$ cat src/rtl/sprq_pkg.sv
package sprq_pkg;

  typedef enum logic [2:0] {
    ST_IDLE,
    ST_PLAN,
    ST_ISSUE,
    ST_REQ,
    ST_WAIT,
    ST_FIN
  } rq_state_e;

endpackage

$ cat src/rtl/sprq_chunk_calc.sv
module sprq_chunk_calc #(
  parameter int ADDR_W  = 61,
  parameter int LEN_W   = 9,
  parameter int BND_QW  = 32,
  parameter int BASE_QW = 16,
  parameter int MAXSZ_W = 3
) (
  input  logic [ADDR_W-1:0]  cur_addr,
  input  logic [LEN_W-1:0]   remain,
  input  logic [MAXSZ_W-1:0] max_sel,
  output logic [LEN_W-1:0]   chunk_len
);
  localparam int BND_W = $clog2(BND_QW);
  localparam int CAP_W = $clog2(BASE_QW) + (1 << MAXSZ_W);
  localparam int CMP_W = (CAP_W > LEN_W) ? ((CAP_W > BND_W + 1) ? CAP_W : BND_W + 1)
                                         : ((LEN_W > BND_W + 1) ? LEN_W : BND_W + 1);

  logic [CMP_W-1:0] to_bnd, cap, rem_x, m1, m2;

  always_comb begin
    to_bnd = CMP_W'(BND_QW) - CMP_W'(cur_addr[BND_W-1:0]);
    cap    = CMP_W'(BASE_QW) << max_sel;
    rem_x  = CMP_W'(remain);
    m1     = (rem_x < to_bnd) ? rem_x : to_bnd;
    m2     = (m1 < cap) ? m1 : cap;
    chunk_len = m2[LEN_W-1:0];
  end
endmodule

$ cat src/rtl/sprq_cpl_sink.sv
module sprq_cpl_sink #(
  parameter int DATA_W = 64,
  parameter int TAG_W  = 5,
  parameter int BUF_W  = 4,
  parameter int LEN_W  = 9
) (
  input  logic              clk,
  input  logic              rst_n,
  input  logic              arm,
  input  logic [LEN_W-1:0]  arm_len,
  input  logic              accept_en,
  input  logic [TAG_W-1:0]  cur_tag,
  input  logic [BUF_W-1:0]  buf_idx,
  input  logic              cpl_valid,
  input  logic [DATA_W-1:0] cpl_data,
  input  logic [TAG_W-1:0]  cpl_tag,
  output logic              last_beat,
  output logic              buf_we,
  output logic [BUF_W-1:0]  buf_sel,
  output logic [DATA_W-1:0] buf_wdata
);
  logic [LEN_W-1:0] beats_left;
  logic             hit;

  assign hit       = cpl_valid && accept_en && (cpl_tag == cur_tag) && (beats_left != '0);
  assign last_beat = hit && (beats_left == LEN_W'(1));

  always_ff @(posedge clk) begin
    if (!rst_n) begin
      beats_left <= '0;
      buf_we     <= 1'b0;
      buf_sel    <= '0;
      buf_wdata  <= '0;
    end else begin
      buf_we <= hit;
      if (arm) begin
        beats_left <= arm_len;
      end else if (hit) begin
        beats_left <= beats_left - LEN_W'(1);
      end
      if (hit) begin
        buf_wdata <= cpl_data;
        buf_sel   <= buf_idx;
      end
    end
  end
endmodule

$ cat src/rtl/sprq_send_page.sv
module sprq_send_page #(
  parameter int DATA_W  = 64,
  parameter int LEN_W   = 9,
  parameter int BUF_W   = 4,
  parameter int TAG_W   = 5,
  parameter int BND_QW  = 32,
  parameter int BASE_QW = 16,
  parameter int MAXSZ_W = 3,
  parameter int OPC_LSB = 3,
  parameter int BUF_LSB = 5,
  parameter int LEN_LSB = 10,
  parameter logic [1:0] OPC_SEND = 2'b01
) (
  input  logic                      clk,
  input  logic                      rst_n,
  input  logic                      cmd_wr,
  input  logic [LEN_LSB+LEN_W-1:0]  cmd_addr,
  input  logic [DATA_W-1:0]         cmd_data,
  input  logic [MAXSZ_W-1:0]        max_rd_sel,
  output logic                      req_valid,
  input  logic                      req_ready,
  output logic [DATA_W-4:0]         req_addr,
  output logic [LEN_W-1:0]          req_len,
  output logic [TAG_W-1:0]          req_tag,
  input  logic                      cpl_valid,
  input  logic [DATA_W-1:0]         cpl_data,
  input  logic [TAG_W-1:0]          cpl_tag,
  output logic                      buf_we,
  output logic [BUF_W-1:0]          buf_sel,
  output logic [DATA_W-1:0]         buf_wdata,
  output logic                      buf_wr_done
);
  import sprq_pkg::*;

  localparam int ADDR_W = DATA_W - 3;

  rq_state_e         state;
  logic [ADDR_W-1:0] cur_addr;
  logic [LEN_W-1:0]  remain;
  logic [BUF_W-1:0]  buf_idx;
  logic [LEN_W-1:0]  chunk_q;
  logic [LEN_W-1:0]  chunk_len;
  logic [TAG_W-1:0]  cur_tag;
  logic              cmd_go;
  logic              last_beat;
  logic              arm;

  assign cur_tag = TAG_W'(buf_idx);
  assign arm     = (state == ST_ISSUE);
  assign cmd_go  = cmd_wr && (state == ST_IDLE)
                && (cmd_addr[OPC_LSB+1:OPC_LSB] == OPC_SEND)
                && (cmd_addr[LEN_LSB+LEN_W-1:LEN_LSB] != '0);

  sprq_chunk_calc #(
    .ADDR_W(ADDR_W), .LEN_W(LEN_W), .BND_QW(BND_QW),
    .BASE_QW(BASE_QW), .MAXSZ_W(MAXSZ_W)
  ) u_calc (
    .cur_addr (cur_addr),
    .remain   (remain),
    .max_sel  (max_rd_sel),
    .chunk_len(chunk_len)
  );

  sprq_cpl_sink #(
    .DATA_W(DATA_W), .TAG_W(TAG_W), .BUF_W(BUF_W), .LEN_W(LEN_W)
  ) u_sink (
    .clk      (clk),
    .rst_n    (rst_n),
    .arm      (arm),
    .arm_len  (chunk_q),
    .accept_en(state == ST_WAIT),
    .cur_tag  (cur_tag),
    .buf_idx  (buf_idx),
    .cpl_valid(cpl_valid),
    .cpl_data (cpl_data),
    .cpl_tag  (cpl_tag),
    .last_beat(last_beat),
    .buf_we   (buf_we),
    .buf_sel  (buf_sel),
    .buf_wdata(buf_wdata)
  );

  always_ff @(posedge clk) begin
    if (!rst_n) begin
      state       <= ST_IDLE;
      cur_addr    <= '0;
      remain      <= '0;
      buf_idx     <= '0;
      chunk_q     <= '0;
      req_valid   <= 1'b0;
      req_addr    <= '0;
      req_len     <= '0;
      req_tag     <= '0;
      buf_wr_done <= 1'b0;
    end else begin
      buf_wr_done <= 1'b0;
      unique case (state)
        ST_IDLE: begin
          if (cmd_go) begin
            cur_addr <= cmd_data[DATA_W-1:3];
            remain   <= cmd_addr[LEN_LSB+LEN_W-1:LEN_LSB];
            buf_idx  <= cmd_addr[BUF_LSB+BUF_W-1:BUF_LSB];
            state    <= ST_PLAN;
          end
        end
        ST_PLAN: begin
          chunk_q <= chunk_len;
          state   <= ST_ISSUE;
        end
        ST_ISSUE: begin
          req_valid <= 1'b1;
          req_addr  <= cur_addr;
          req_len   <= chunk_q;
          req_tag   <= cur_tag;
          cur_addr  <= cur_addr + ADDR_W'(chunk_q);
          remain    <= remain - chunk_q;
          state     <= ST_REQ;
        end
        ST_REQ: begin
          if (req_ready) begin
            req_valid <= 1'b0;
            state     <= ST_WAIT;
          end
        end
        ST_WAIT: begin
          if (last_beat) begin
            state <= (remain == '0) ? ST_FIN : ST_PLAN;
          end
        end
        ST_FIN: begin
          buf_wr_done <= 1'b1;
          state       <= ST_IDLE;
        end
        default: state <= ST_IDLE;
      endcase
    end
  end
endmodule

$ cat config.mk
export PLATFORM = sky130hd
export DESIGN_NAME = sprq_send_page
export DESIGN_NICKNAME = d
export VERILOG_FILES = /design/src/rtl/sprq_pkg.sv /design/src/rtl/sprq_chunk_calc.sv /design/src/rtl/sprq_cpl_sink.sv /design/src/rtl/sprq_send_page.sv
export SDC_FILE = /design/constraint.sdc
export NUM_CORES = 1
export LEC_CHECK = 0
export BUFFER_PORTS_ARGS = -buffer_cell sky130_fd_sc_hd__buf_4
export CAP_MARGIN = 15
export CORE_MARGIN = 4
export CORE_UTILIZATION = 53
export DETAILED_ROUTE_END_ITERATION = 8
export PLACE_DENSITY_LB_ADDON = 0.1
export SYNTH_ARGS = -nofsm -noshare
export SYNTH_HDL_FRONTEND = slang
export SYNTH_SLANG_ARGS = --single-unit
export TNS_END_PERCENT = 5
$ cat constraint.sdc
create_clock -name clk -period 4.33 [get_ports clk]
set_clock_uncertainty 0.2 [all_clocks]
set_input_delay 0.2165 -clock clk [delete_from_list [all_inputs] [get_ports clk]]
set_output_delay 0.2165 -clock clk [all_outputs]
set_load 0.02 [all_outputs]
==> impl_metrics.py, run 1 <==
metrics = {
    "global_route": {
        "antenna_found_initial": 1,
        "grt_first_pass_wirelength_um": 61050,
        "number_of_global_route_vias_before_repair": 12072,
        "grtUsageTotal_pct": 30.52,
        "grt_overflow_total": 0,
        "grt_start_max_net_pins": 131,
    },
    "clock_network": {
        "clock_tree_from_tritoncts": "built",
        "clock-root-buffer": "clkbuf_16",
        "clock_slew_at_reported_path_ffs_ns": 0.06,
        "post-cts-setup-buffers": 0,
        "htree_levels": 1,
        "clock_sink_count": 240,
        "clock_buffer_count_from_cts": 27,
        "clock_tree.buffer_depth": 3,
        "worstSkewPairLatency_ns": 0.53,
    },
    "timing": {
        "period_share_pct": 92.41,
        "final_period_minus_worst_setup_slack_ns": 4.001,
        "grt_setup_unrepaired": "false",
        "slew_at_the_pin_closest_to_its_max_slew_limit_ns": 0.9579,
        "slew_viol_final": 0,
        "setup_violations": 0,
        "hold_viol_final": 0,
        "max_clock_freq_mhz": 249.9,
        "normalized_max_slew_margin_pct": 36.14,
        "tns_ns": 0,
    },
    "yosys": {
        "netlist.area_leader.share_pct": 42.43,
        "unique_masters_post_synth": 74,
        "yosys.area_share.adder_pct": 3.668,
        "ys.warnings.count": 0,
        "synth_async_sr_flop_share_pct": 0,
        "main_combinational_cell_family_by_area_after_synthesis": "simple AND/OR/NAND/NOR gates",
        "yosys-top-cells-area": "dfxtp_1, nand2_1, a21oi_1",
        "mappedNetlistArea_um2": 11320,
        "synth_sequential_area_ratio_pct": 42.43,
        "top_cell_type_by_total_area_after_synthesis": "dfxtp_1",
        "yosys_most_used_dff": "dfxtp_1",
        "synth_enable_flop_cells": 0,
        "synthCells": 1453,
        "synth_compound_area_share_pct": 20.56,
        "post_synth_most_frequent_cells": "nand2_1, dfxtp_1, a21oi_1, clkbuf_1, nor2_1",
        "synth-xor-area-share_pct": 1.547,
        "post_synth_and_or_nand_nor_area_fraction_pct": 25.61,
        "synthMuxAreaShare_pct": 1.260,
        "postSynthRegisterBits": 240,
        "synthesis.area_per_instance_um2": 7.794,
        "synth.most_common_cell": "nand2_1",
    },
    "min_path": {
        "hold_path.class": "in -> reg",
    },
    "floorplan": {
        "die_h_um": 154.2,
        "row_count": 53,
        "die_area_um2": 23770,
        "ios": 306,
        "design.core.area_um2": 21020,
        "initial_core_util_pct": 53.87,
        "die_w_um": 154.2,
    },
    "power_and_ir_drop": {
        "combinationalPowerShare_pct": 14.7,
        "power.clock.fraction_pct": 41.2,
        "switching_share_pct": 25.47,
        "vdd_ir_drop_max_mv": 0.2467,
        "power.density_nw_per_um2": 328.9,
        "power_switching_mw": 1.340,
        "power_consumption_mw": 5.260,
        "internal_power_mw": 3.920,
        "leakage_power_summed_over_all_cells_nw": 6.156,
        "power_frac_seq_pct": 44.2,
    },
    "cells_and_area": {
        "layout.nets": 2045,
        "areaGrowthSynthToFinish_pct": 41.21,
        "post_route_cells_drive_above_1_share_pct": 20.33,
        "post_layout_nonfiller_instances": 2146,
        "final_design_area_no_fill_um2": 15990,
        "fin_util_pct": 76.07,
    },
    "status": {
        "run_status": "finished clean",
    },
    "place": {
        "io_buffers": 297,
        "dp_hpwl_um": 24210,
        "dp.cells": 1946,
        "globalplace.congestion": 0.9299,
        "placedInstanceArea_um2": 13620,
    },
    "critical_path": {
        "worstPathRequired_ns": 4.55,
        "critical_path.endpoint_type": "flip-flop",
        "worst-path-max-fanout": 8,
        "worst-endpoint-arrival_ns": 4.22,
        "critical_path.startpoint_type": "flip-flop",
        "path_type_of_the_worst_setup_path": "reg -> reg",
    },
    "routing": {
        "drtPass1Iterations": 7,
        "wirelength_um": 38380,
        "detail-route-antenna-nets": 0,
        "avgRoutedWirePerCell_um": 17.88,
        "drtIter0Drc": 1063,
        "drc": 0,
        "via_count": 12373,
        "route.detailed.vias_per_inst": 5.766,
    },
    "flow_run": {
        "maxCapViolations": 0,
    },
}
## layout by cell type, fill, tap and decap left out, types with 22 or more instances in the layout
cell type | netlist | routed
nand2_1 | 385 | 385
nor3_1 | 23 | 23
a21oi_1 | 202 | 202
o21ai_0 | 31 | 31
buf_4 | 7 | 313
nand4_1 | 26 | 26
dlygate4sd3_1 | 0 | 153
a31oi_1 | 41 | 41
nand3_1 | 45 | 45
inv_1 | 29 | 28
or3_1 | 22 | 22
ha_1 | 30 | 30
dfxtp_1 | 240 | 240
nor2_1 | 52 | 52
clkbuf_16 | 0 | 27
## cell type report
cell class,instances,area (um^2)
Sequential cell,240,4805
Timing Repair Buffer,466,3881
Clock inverter,4,50.05
Clock buffer,41,778.2
Fill cell,1539,5030
Inverter,29,113.9
Tap cell,275,344.1
Multi-Input combinational cell,1089,6015
Antenna cell,2,5.005
## power by group through the flow
stage	clock [mW]	sequential [mW]	combinational, mW
after CTS	2.19	2.32	0.752
final	2.17	2.32	0.771
after global placement	0	2.37	0.624
after detailed placement	0	2.37	0.634
after floorplan	0	2.35	0.404
after global routing	2.29	2.33	0.843
## worst max-delay path: stages, from the launching register on
cell and delay, ns:
dfxtp_1 0.40, nor3_1 0.32, nor3b_1 0.34, inv_1 0.09, ha_1 0.32, nand3_1 0.10
o21ai_2 0.33, mux2_2 0.41, ha_1 0.29, o211ai_1 0.09, a21oi_1 0.08, a211oi_1 0.31
nor2_1 0.12, a32o_1 0.28, a32o_1 0.19
## layer usage
metal / vias to the layer above / GRT usage, % / share of wire, %
met5: - / 0 / 0
met4: 0 / 13.41 / 4.5
met3: 126 / 5.400 / 7.2
met2: 542 / 52.06 / 49
met1: 5773 / 37.87 / 39
li1: 5932 / - / -
## stage by stage
stage	hold slack (ns)	setup slack, ns
finish	0.06172	0.3285
CTS	0.02695	0.2082
floorplan	0.1493	0.5976
global route	0.08505	0.03663
global placement	0.2422	0.3032
detailed placement	0.2466	0.2200
## logic make-up after synthesis
kind of cell    count (synthesis)
buf+inv                       127
simple gates                  639
mux                            13
fa+ha+maj                      32
flops                         240
xor+xnor                       20
compound gates                381
other cells                     1
## final timing paths
check / from / end / slack [ns] / depth (start not counted)
worst min register to register: req_addr[51]$_SDFFE_PN0P_ / req_addr[51]$_SDFFE_PN0P_ / 0.25 / 2
worst max-delay path: cur_addr[0]$_SDFFE_PN0P_ / chunk_q[5]$_SDFFE_PN0N_ / 0.33 / 14
worst min-delay path: cmd_addr[4] / remain[7]$_SDFFE_PN0P_ / 0.06 / 5
worst max register to register: cur_addr[0]$_SDFFE_PN0P_ / chunk_q[5]$_SDFFE_PN0N_ / 0.33 / 14
## sequential cells by signal, summed over array words and instances, names as in the netlist
signal and count:
buf_idx 4, buf_wr_done 1, chunk_q 9, cur_addr 61
remain 9, req_addr 61, req_len 9, req_tag 4
req_valid 1, state 3, u_sink.beats_left 9, u_sink.buf_sel 4
u_sink.buf_wdata 64, u_sink.buf_we 1
## repair_timing
| item | 4_1_cts | 5_1_grt |
|---|---|---|
| gates resized for setup | 0 | 1 |
| endpoints found under the setup margin | 0 | 7 |
| hold buffers | 153 | 0 |
| endpoints found under the hold margin | 149 | 0 |
Note: power is estimated with default switching activity, not from simulation.
==> run 2: changes to the inputs <==
--- a/config.mk
+++ b/config.mk
@@ -10,3 +10,3 @@
 export CORE_MARGIN = 4
-export CORE_UTILIZATION = 53
+export CORE_UTILIZATION = 50
 export DETAILED_ROUTE_END_ITERATION = 8
--- a/constraint.sdc
+++ b/constraint.sdc
@@ -4,2 +4,2 @@
 set_output_delay 0.2165 -clock clk [all_outputs]
-set_load 0.02 [all_outputs]
+set_load 0.01 [all_outputs]
==> run 2 against run 1 <==
  * Critical path type unchanged
  * Critical path depth increased by 2
  * Flip-flop and latch count unchanged
  * Global-route usage decreased by 1.9 points
  * Non-clock buffer count increased by 1
  * Critical endpoint is now chunk_q[4]$_SDFFE_PN0N_
  * Cell count increased by 0.33%
  * Sequential power about the same
  * Fmax increased by 2.3%
  * Die area increased by 5.7%
==> impl_metrics.py, run 2 (synthesis gave the netlist of run 1 again) <==
metrics = {
    "critical_path": {
        "path_type_of_the_worst_setup_path": "reg -> reg",
        "critical_path.startpoint_type": "flip-flop",
        "worst-path-max-fanout": 8,
        "critical_path.endpoint_type": "flip-flop",
        "worst-endpoint-arrival_ns": 4.15,
        "critPathSlowestCell": "mux2_2",
        "worstPathRequired_ns": 4.57,
        "r2r_cells": 16,
        "regToRegEndpoint": "chunk_q[4]$_SDFFE_PN0N_",
        "r2r_start": "cur_addr[0]$_SDFFE_PN0P_",
        "ff2ff_setup_slack_ns": 0.42,
        "cpPeakStageDelay_ns": 0.42,
        "cp_top_family": "simple AND/OR/NAND/NOR gates",
        "cp_cell_sequence": "nor3_1, nor3b_1, inv_1, ha_1, nand3_1, and4b_1, o21ai_2, mux2_2, ha_1, o211ai_1, a21oi_1, a211oi_1, buf_4, nand2b_1, a21oi_1, a211oi_1",
        "timing.critical_path.buf_inv": 2,
    },
    "cells_and_area": {
        "top_regs": "u_sink.buf_wdata x64, cur_addr x61, req_addr x61",
        "area.sequential_um2": 4805,
        "layout.nets": 2045,
        "nFillCells": 1691,
        "areaGrowthSynthToFinish_pct": 41.79,
        "combined_area_of_the_multi_input_logic_cells_um2": 6021,
        "largest_reg_flops": 64,
        "top_register": "u_sink.buf_wdata",
        "highest_count_cells_in_the_layout_ignoring_fill_and_taps": "nand2_1, buf_4, dfxtp_1, a21oi_1, dlygate4sd3_1",
        "post_route_cells_drive_above_1_share_pct": 20.63,
        "layout.cells.most_common": "nand2_1",
    },
    "place": {
        "dp_hpwl_um": 24680,
        "globalplace.congestion": 0.8843,
        "io_buffers": 297,
    },
    "floorplan": {
        "die_h_um": 158.5,
        "ios": 306,
        "design.core.area_um2": 22030,
        "die_w_um": 158.5,
        "initial_core_util_pct": 51.41,
        "row_count": 54,
        "die_area_um2": 25120,
    },
    "timing": {
        "slew_at_the_pin_closest_to_its_max_slew_limit_ns": 0.9385,
        "max_clock_freq_mhz": 255.6,
        "whs_ns": 0.03742,
        "normalized_max_slew_margin_pct": 37.14,
        "slew_viol_final": 0,
        "period_share_pct": 90.37,
        "setup_violations": 0,
        "final_period_minus_worst_setup_slack_ns": 3.913,
        "tns_ns": 0,
        "hold_viol_final": 0,
        "grt_setup_unrepaired": "false",
    },
    "clock_network": {
        "clock-root-buffer": "clkbuf_16",
        "clock_slew_at_reported_path_ffs_ns": 0.06,
        "clock_buffer_count_from_cts": 26,
        "htree_levels": 1,
        "worstSkewPairLatency_ns": 0.53,
        "clock_sink_count": 240,
        "clock_tree.buffer_depth": 3,
        "post-cts-setup-buffers": 0,
        "clock_tree_from_tritoncts": "built",
    },
    "min_path": {
        "destination_of_the_worst_hold_path": "remain[7]$_SDFFE_PN0P_",
        "hold_path.class": "in -> reg",
        "min_delay_path_depth": 5,
        "hold_path_startpoint": "cmd_addr[4]",
    },
    "global_route": {
        "number_of_global_route_vias_before_repair": 11846,
        "gr-usage-met2_pct": 49.47,
        "grt_overflow_total": 0,
        "grt_first_pass_wirelength_um": 59200,
        "grtUsageTotal_pct": 28.63,
        "antenna_found_initial": 2,
        "grt_start_max_net_pins": 101,
        "met3_track_demand_over_resource_pct": 4.050,
        "grt_busiest_layer": "met2",
        "grt.met1_usage_pct": 35.88,
    },
    "routing": {
        "route.detailed.vias_per_inst": 5.688,
        "detail-route-antenna-nets": 0,
        "wirelength_um": 37930,
        "avgRoutedWirePerCell_um": 17.62,
        "drtPass1Iterations": 5,
        "via_count": 12247,
        "drtIter0Drc": 1074,
        "drc": 0,
    },
    "flow_run": {
        "maxCapViolations": 0,
    },
    "power_and_ir_drop": {
        "power.density_nw_per_um2": 333.1,
        "vdd_ir_drop_max_mv": 0.2840,
        "power_consumption_mw": 5.348,
        "leakage_power_summed_over_all_cells_nw": 6.199,
    },
    "status": {
        "run_status": "finished clean",
    },
}
-- run 2: how the worst max path moves through the flow --
stage	depth (start not counted)	endpoint	from	slack [ns]
CTS	8	cur_addr[49]$_SDFFE_PN0P_	chunk_q[7]$_SDFFE_PN0N_	0.24
finish	16	chunk_q[4]$_SDFFE_PN0N_	cur_addr[0]$_SDFFE_PN0P_	0.42
detailed placement	15	chunk_q[5]$_SDFFE_PN0N_	cur_addr[0]$_SDFFE_PN0P_	0.27
global placement	15	chunk_q[5]$_SDFFE_PN0N_	cur_addr[0]$_SDFFE_PN0P_	0.36
floorplan	15	chunk_q[5]$_SDFFE_PN0N_	cur_addr[0]$_SDFFE_PN0P_	0.60
global route	15	chunk_q[0]$_SDFFE_PN0N_	cur_addr[0]$_SDFFE_PN0P_	0.10
-- run 2: metrics by stage --
stage          std cells  worst slack (ns)  utilization, %  cell area (um^2)
3_3_place_gp        1951            0.3579           61.88             13630
2_1_floorplan       1456            0.5976               -             11340
3_5_place_dp        1951            0.2672           61.88             13630
6_report            2153            0.4171           72.90             16060
4_1_cts             2151            0.2443           72.83             16040
5_1_grt             2153            0.1050           72.90             16060
-- run 2: layout make-up --
| class | instances | share of cell area, % |
|---|---|---|
| tap | 280 | 2.182 |
| sequential | 240 | 29.92 |
| multi-input combinational | 1089 | 37.50 |
| inverter | 29 | 0.7091 |
| clock buffer | 38 | 4.839 |
| antenna | 2 | 0.03117 |
| clock inverter | 8 | 0.5844 |
| timing repair buffer | 467 | 24.23 |
-- run 2: worst reg2reg max path: cells and delay by family (launching register included) --
| family | cells | cell delay, ns |
|---|---|---|
| mux | 1 | 0.42 |
| flops | 1 | 0.38 |
| simple gates | 5 | 1.01 |
| buf+inv | 2 | 0.25 |
| compound gates | 6 | 0.94 |
| fa+ha+maj | 2 | 0.62 |
-- run 2: report_power, final --
| group | switching [mW] | internal (mW) | leakage [nW] | total [mW] |
|---|---|---|---|---|
| Sequential | 0.0625 | 2.26 | 1.94 | 2.32 |
| Clock | 0.904 | 1.36 | 0.434 | 2.26 |
| Combinational | 0.388 | 0.379 | 3.83 | 0.767 |
-- run 2: metal layers --
| metal | wire, um | vias to the layer above | share of wire (%) |
|---|---|---|---|
| met5 | 0 | - | 0 |
| met4 | 1585 | 0 | 4.2 |
| met3 | 2236 | 108 | 5.9 |
| met2 | 18810 | 457 | 50 |
| met1 | 15300 | 5747 | 40 |
| li1 | - | 5935 | - |
-- run 2: repair_timing --
action | in CTS | in global routing
hold endpoints to repair | 149 | 0
endpoints found under the setup margin | 0 | 7
hold buffers | 154 | 0
resized for setup | 0 | 2
